==> src/rtl/sagg_pkg.sv <==
package sagg_pkg;
  localparam int COST_W     = 3;
  localparam int CODE_W     = 3;
  localparam int COST_MAX   = 6;
  localparam int WEIGHT_MAX = 64;

  typedef logic [COST_W-1:0] cost_t;
  typedef logic [CODE_W-1:0] code_t;

  function automatic cost_t clamp_cost(cost_t c);
    return (c > cost_t'(COST_MAX)) ? cost_t'(COST_MAX) : c;
  endfunction
endpackage

==> src/rtl/sagg_vpass.sv <==
module sagg_vpass
  import sagg_pkg::*;
#(
  parameter int WIN   = 7,
  parameter int COL_W = 12
) (
  input  logic [WIN-1:0][COST_W-1:0] cost,
  input  logic [WIN-1:0][CODE_W-1:0] code,
  output logic [COL_W-1:0]           sum
);
  logic [COL_W-1:0] term [WIN];

  for (genvar r = 0; r < WIN; r++) begin : g_row
    always_comb begin
      if (code[r] == '0) term[r] = '0;
      else term[r] = COL_W'(clamp_cost(cost[r])) << (code[r] - code_t'(1));
    end
  end

  always_comb begin
    sum = '0;
    for (int r = 0; r < WIN; r++) sum = sum + term[r];
  end
endmodule

==> src/rtl/sagg_colbuf.sv <==
module sagg_colbuf
  import sagg_pkg::*;
#(
  parameter int WIN   = 7,
  parameter int NCOL  = 10,
  parameter int COL_W = 12,
  parameter int CW    = 4,
  parameter int PW    = 2
) (
  input  logic                       clk,
  input  logic                       we,
  input  logic                       wbank,
  input  logic [CW-1:0]              waddr,
  input  logic [COL_W-1:0]           wsum,
  input  logic [WIN-1:0][CODE_W-1:0] wcode,
  input  logic                       rbank,
  input  logic [PW-1:0]              rpos,
  output logic [COL_W-1:0]           rsum [WIN],
  output logic [CODE_W-1:0]          rcode [WIN]
);
  logic [COL_W-1:0]           sum_q  [2][NCOL];
  logic [WIN-1:0][CODE_W-1:0] code_q [2][NCOL];

  always_ff @(posedge clk) begin
    if (we) begin
      sum_q[wbank][waddr]  <= wsum;
      code_q[wbank][waddr] <= wcode;
    end
  end

  for (genvar k = 0; k < WIN; k++) begin : g_tap
    logic [CW-1:0] idx;
    assign idx      = CW'(rpos) + CW'(k);
    assign rsum[k]  = sum_q[rbank][idx];
    assign rcode[k] = code_q[rbank][idx][k];
  end
endmodule

==> src/rtl/sagg_hpass.sv <==
module sagg_hpass
  import sagg_pkg::*;
#(
  parameter int WIN   = 7,
  parameter int COL_W = 12,
  parameter int FIN_W = 21
) (
  input  logic [COL_W-1:0]  rsum [WIN],
  input  logic [CODE_W-1:0] rcode [WIN],
  output logic [FIN_W-1:0]  fin
);
  logic [FIN_W-1:0] term [WIN];

  for (genvar k = 0; k < WIN; k++) begin : g_off
    always_comb begin
      if (rcode[k] == '0) term[k] = '0;
      else term[k] = FIN_W'(rsum[k]) << (rcode[k] - code_t'(1));
    end
  end

  always_comb begin
    fin = '0;
    for (int k = 0; k < WIN; k++) fin = fin + term[k];
  end
endmodule

==> src/rtl/sagg_wta.sv <==
module sagg_wta #(
  parameter int NPOS   = 4,
  parameter int PW     = 2,
  parameter int DISP_W = 6,
  parameter int FIN_W  = 21
) (
  input  logic              clk,
  input  logic              rst,
  input  logic              step,
  input  logic [PW-1:0]     pos,
  input  logic              first,
  input  logic [DISP_W-1:0] disp,
  input  logic [FIN_W-1:0]  fin,
  output logic [DISP_W-1:0] win_disp
);
  logic [FIN_W-1:0]  min_q  [NPOS];
  logic [DISP_W-1:0] best_q [NPOS];
  logic              take;

  // strict less-than keeps the earlier (smaller) disparity on ties
  assign take     = first || (fin < min_q[pos]);
  assign win_disp = take ? disp : best_q[pos];

  always_ff @(posedge clk) begin
    if (rst) begin
      for (int p = 0; p < NPOS; p++) begin
        min_q[p]  <= '0;
        best_q[p] <= '0;
      end
    end else if (step && take) begin
      min_q[pos]  <= fin;
      best_q[pos] <= disp;
    end
  end
endmodule

==> src/rtl/sagg_top.sv <==
module sagg_top
  import sagg_pkg::*;
#(
  parameter int WIN   = 7,
  parameter int NPOS  = 4,
  parameter int NDISP = 64,
  localparam int DISP_W = $clog2(NDISP)
) (
  input  logic                       clk,
  input  logic                       rst,
  input  logic                       in_valid,
  output logic                       in_ready,
  input  logic [DISP_W-1:0]          in_disp,
  input  logic [WIN-1:0][COST_W-1:0] in_cost,
  input  logic [WIN-1:0][CODE_W-1:0] in_vcode,
  input  logic [WIN-1:0][CODE_W-1:0] in_hcode,
  output logic                       out_valid,
  input  logic                       out_ready,
  output logic [DISP_W-1:0]          out_disp
);
  localparam int NCOL    = NPOS + WIN - 1;
  localparam int CW      = (NCOL > 1) ? $clog2(NCOL) : 1;
  localparam int PW      = (NPOS > 1) ? $clog2(NPOS) : 1;
  localparam int COL_MAX = WIN * COST_MAX * WEIGHT_MAX;
  localparam int COL_W   = $clog2(COL_MAX + 1);
  localparam int FIN_MAX = COL_MAX * WIN * WEIGHT_MAX;
  localparam int FIN_W   = $clog2(FIN_MAX + 1);

  logic              fill_bank, read_bank;
  logic [1:0]        full_q;
  logic [DISP_W-1:0] tag_q [2];
  logic [CW-1:0]     col_q;
  logic [PW-1:0]     pos_q;

  logic              accept, col_done;
  logic              drain_busy, drain_last, drain_step, pos_done;
  logic [DISP_W-1:0] rd_disp, win_disp;
  logic [COL_W-1:0]  col_sum;
  logic [COL_W-1:0]  rd_sum [WIN];
  logic [CODE_W-1:0] rd_code [WIN];
  logic [FIN_W-1:0]  fin_cost;

  assign in_ready   = !full_q[fill_bank];
  assign accept     = in_valid && in_ready;
  assign col_done   = accept && (col_q == CW'(NCOL - 1));
  assign drain_busy = full_q[read_bank];
  assign rd_disp    = tag_q[read_bank];
  assign drain_last = (rd_disp == DISP_W'(NDISP - 1));
  assign drain_step = drain_busy && !(drain_last && out_valid && !out_ready);
  assign pos_done   = drain_step && (pos_q == PW'(NPOS - 1));

  sagg_vpass #(.WIN(WIN), .COL_W(COL_W)) u_vpass (
    .cost(in_cost), .code(in_vcode), .sum(col_sum)
  );

  sagg_colbuf #(.WIN(WIN), .NCOL(NCOL), .COL_W(COL_W), .CW(CW), .PW(PW)) u_colbuf (
    .clk(clk), .we(accept), .wbank(fill_bank), .waddr(col_q),
    .wsum(col_sum), .wcode(in_hcode),
    .rbank(read_bank), .rpos(pos_q), .rsum(rd_sum), .rcode(rd_code)
  );

  sagg_hpass #(.WIN(WIN), .COL_W(COL_W), .FIN_W(FIN_W)) u_hpass (
    .rsum(rd_sum), .rcode(rd_code), .fin(fin_cost)
  );

  sagg_wta #(.NPOS(NPOS), .PW(PW), .DISP_W(DISP_W), .FIN_W(FIN_W)) u_wta (
    .clk(clk), .rst(rst), .step(drain_step), .pos(pos_q),
    .first(rd_disp == '0), .disp(rd_disp), .fin(fin_cost), .win_disp(win_disp)
  );

  always_ff @(posedge clk) begin
    if (rst) begin
      fill_bank <= 1'b0;
      read_bank <= 1'b0;
      full_q    <= '0;
      tag_q[0]  <= '0;
      tag_q[1]  <= '0;
      col_q     <= '0;
      pos_q     <= '0;
      out_valid <= 1'b0;
      out_disp  <= '0;
    end else begin
      if (accept) begin
        col_q <= col_done ? '0 : col_q + CW'(1);
        if (col_done) begin
          tag_q[fill_bank] <= in_disp;
          fill_bank        <= !fill_bank;
        end
      end
      for (int b = 0; b < 2; b++) begin
        full_q[b] <= (full_q[b] && !(pos_done && (read_bank == 1'(b))))
                   || (col_done && (fill_bank == 1'(b)));
      end
      if (drain_step) begin
        pos_q <= pos_done ? '0 : pos_q + PW'(1);
        if (pos_done) read_bank <= !read_bank;
      end
      if (drain_step && drain_last) begin
        out_valid <= 1'b1;
        out_disp  <= win_disp;
      end else if (out_ready) begin
        out_valid <= 1'b0;
      end
    end
  end
endmodule

==> config.mk <==
export PLATFORM = sky130hd
export DESIGN_NAME = sagg_top
export DESIGN_NICKNAME = d
export VERILOG_FILES = /design/src/rtl/sagg_pkg.sv /design/src/rtl/sagg_vpass.sv /design/src/rtl/sagg_colbuf.sv /design/src/rtl/sagg_hpass.sv /design/src/rtl/sagg_wta.sv /design/src/rtl/sagg_top.sv
export SDC_FILE = /design/constraint.sdc
export NUM_CORES = 1
export LEC_CHECK = 0
export BUFFER_PORTS_ARGS = -buffer_cell sky130_fd_sc_hd__buf_2
export CORE_ASPECT_RATIO = 0.6
export CORE_MARGIN = 8
export CORE_UTILIZATION = 50
export CTS_CLUSTER_SIZE = 30
export DETAILED_ROUTE_END_ITERATION = 10
export PLACE_DENSITY_LB_ADDON = 0.05
export SYNTH_ARGS = -nofsm -noshare
export SYNTH_HDL_FRONTEND = slang
export SYNTH_HIERARCHICAL = 1
export SYNTH_SLANG_ARGS = --single-unit
export TNS_END_PERCENT = 5
==> constraint.sdc <==
create_clock -name clk -period 18.7 [get_ports clk]
set_input_delay 3.74 -clock clk [delete_from_list [all_inputs] [get_ports clk]]
set_output_delay 3.74 -clock clk [all_outputs]
set_load 0.03 [all_outputs]
==> flow_summary_export.csv <==
group,metric,value,unit
logic_synthesis,yosys-top-cells-area,"edfxtp_1 47%, mux4_2 15%, fa_1 7.6%",
layout,nets,3128,
drt,drt_iter0_markers,2995,
place,place_congestion,0.960,
global_route,track_usage,25.4,%
sta,clock_skew,46.6,ps
floorplanning,rows,77,
sta,fmax,83.4,MHz
global_route,grt_util_met3,9.41,%
sta,fin_crit_sh,64.1,%
cts,cts_resized,0,
power_and_ir_drop,power_density,123,nW/um^2
critical_path,cp_data_arrival_time,12270,ps
floorplanning,die_y,228,um
critical_path,cp_max_fo,49,
logic_synthesis,ys_async_sr_fraction,0,%
floorplanning,io_pins,81,
status,outcome,"completed",
sta,fin_crit,12000,ps
global_route,antenna_found_initial,4,
global_route,grt_pass1_wl,158000,um
logic_synthesis,yosys_warnings,6,
critical_path,start_kind,"flip-flop",
cts,clk_pin_slew_worst_paths,60,ps
logic_synthesis,syn_avg_cell_area,13.4,um^2
global_route,grt_pass1_vias,23900,
hold_path,whs_path_depth,2,
layout,area_growth,9.16,%
cts,htreeDepth,2,
power_and_ir_drop,finalPower,5.01,mW
place,port_buffers,80,
critical_path,critical-path-top-delay-family,"adder cells",
cts,clockBufferDepth,3,
floorplanning,dieArea,83900,um^2
cts,cts.sinks,606,
sta,setup-violations-final,0,
power_and_ir_drop,vdd_drop_max,0.170,mV
layout,nFillCells,6100,
sta,worst_slew_pin_slew,1200,ps
layout,drive_gt1_share,22.2,%
hold_path,min_from,"out_disp[0]$_SDFFE_PP0P_",
cts,clk_latency,660,ps
layout,final_cell_mix,"588 x edfxtp_1, 323 x nand2_1, 251 x mux4_2",
cts,root_buffer,"clkbuf_16",
place,place_area,38800,um^2
place,dp_slack,6870,ps
drt,wl_per_cell,27.8,um
layout,fin_area,40700,um^2
critical_path,r2r_end,"u_wta/min_q[2][13]$_SDFFCE_PN0P_",
logic_synthesis,netlist_instances,2779,
drt,via_per_inst,6.28,
sta,slew_viol_final,0,
logic_synthesis,ys_seq_area_share,48.3,%
critical_path,r2r_cells,32,
critical_path,crit_path_end_kind,"flip-flop",
place,hpwl,77300,um
critical_path,cpMaxStageDelayCell,"ha_1",
global_route,gr-total-overflow,0,
drt,drc,0,
critical_path,required,18980,ps
critical_path,r2r-start,"pos_q[0]$_SDFFE_PP0P_",
run,maxCapViolations,0,
hold_path,holdCritPathClass,"flip-flop to flip-flop",
sta,relSlewSlack,17.7,%
global_route,top_usage_layer,"met1",
sta,final-hold-violation-count,0,
logic_synthesis,synth_top_area_cell,"edfxtp_1",
drt,ant_nets,0,
floorplanning,die_x,369,um
sta,fin_tns_setup,0,ps
critical_path,crit_path_max_incr_delay,730,ps
critical_path,startpoint,"pos_q[0]$_SDFFE_PP0P_",
sta,rsz0062_at_grt,"no",
hold_path,holdPathEnd,"out_disp[0]$_SDFFE_PP0P_",
layout,n_antenna_cell,0,
logic_synthesis,synth_edf_count,588,
logic_synthesis,yosysTopAreaCellShare,47.3,%
global_route,grt_max_degree,106,
global_route,grtUsageMet2,34.6,%
global_route,groute.layer.met1.usage,39.4,%
logic_synthesis,synth_cell_types,86,
logic_synthesis,yosys_most_used_dff,"edfxtp_1",
critical_path,reg2reg_slack,6700,ps
cts,cts_tree,"done",
power_and_ir_drop,leakagePower,14.4,nW
cts,cts_made_buffers,58,
cts,cts_setup_buffers,0,
drt,drt_wl_total,107000,um
critical_path,timing.critical_path.buf_inv,8,
logic_synthesis,yosys_register_bits,606,
critical_path,path_class,"flip-flop to flip-flop",
logic_synthesis,mappedNetlistArea,37300,um^2
sta,fin_ws,6700,ps
drt,num_vias,24200,
floorplanning,initial_core_util,50.6,%
cts,cts.hold.buffers_added,0,
layout,final_common_cell,"edfxtp_1",
floorplanning,core-area,73800,um^2
logic_synthesis,syn_nets,3083,
drt,first_pass_iters,6,
-- power by group --
part | switching [mW] | leakage [nW] | internal (mW)
Combinational | 1.33 | 7.88 | 0.718
Sequential | 0.0166 | 5.59 | 1.71
Clock | 0.533 | 0.962 | 0.694
Total | 1.88 | 14.4 | 3.13
-- kinds of logic after synthesis --
logic type	synth area share, %
AND/OR/NAND/NOR	9.22
flip-flops	48.3
multiplexers	20.9
buffers and inverters	4.22
AO/OA/AOI/OAI	6.11
adder cells (fa/ha/maj)	10.6
XOR/XNOR	0.704
-- cell usage after synthesis, types with 27 or more instances --
cell / count
ha_1: 90
mux4_2: 251
buf_2: 43
inv_1: 196
nand3_1: 40
mux2_2: 84
nand2_1: 323
fa_1: 141
edfxtp_1: 588
a21oi_1: 64
mux2i_1: 114
clkbuf_1: 64
o21ai_0: 48
nor2b_1: 31
o22ai_1: 71
nor3_1: 27
nor2_1: 230
-- worst max path at each step --
| stage | end | cells after the start |
|---|---|---|
| detailed placement | u_wta/min_q[0][17]$_SDFFCE_PN0P_ | 33 |
| CTS | u_wta/min_q[0][17]$_SDFFCE_PN0P_ | 33 |
| floorplan | u_wta/best_q[3][0]$_DFFE_PP_ | 41 |
| finish | u_wta/min_q[2][13]$_SDFFCE_PN0P_ | 32 |
| global placement | u_wta/min_q[0][17]$_SDFFCE_PN0P_ | 33 |
| global route | u_wta/min_q[0][20]$_SDFFCE_PN0P_ | 35 |
-- worst register-to-register path, delay by kind of cell, from the launching register on --
| kind | cells | cell delay [ps] |
|---|---|---|
| AOI/OAI and AO/OA | 13 | 3580 |
| adders and majority gates | 8 | 4040 |
| buffers and inverters | 8 | 2310 |
| DFF | 1 | 690 |
| muxes | 3 | 990 |
-- final cells by class --
cell class	instances	area [um^2]	share of cell area (%)
timing repair buffer	134	831	2.04
sequential	606	18000	44.3
clock inverter	38	410	1.01
tap	987	1230	3.03
multi-input combinational	1820	17900	43.9
inverter	204	766	1.88
clock buffer	71	1560	3.83
-- stage by stage --
stage / instances / hold slack [ps] / utilization, %
2_1_floorplan: 2779 / 501 / -
3_3_place_gp: 3751 / 471 / 52.5
3_5_place_dp: 3751 / 484 / 52.5
4_1_cts: 3860 / 501 / 55.2
5_1_grt: 3860 / 554 / 55.2
6_report: 3860 / 498 / 55.2
-- metal layers --
metal	vias to the layer above	wire (um)
met5	-	12
met2	1180	42600
li1	10500	-
met3	106	13900
met1	12400	49600
met4	2	1320
-- state kept, by name (all words and copies together) (netlist names), named ones only --
| register | cells |
|---|---|
| u_colbuf/sum_q | 240 |
| tag_q | 12 |
| read_bank | 1 |
| out_disp | 6 |
| u_colbuf/code_q | 228 |
| fill_bank | 1 |
| pos_q | 2 |
| out_valid | 1 |
| full_q | 2 |
| col_q | 4 |
| u_wta/min_q | 84 |
| u_wta/best_q | 24 |
Note: power is estimated with default switching activity, not from simulation.
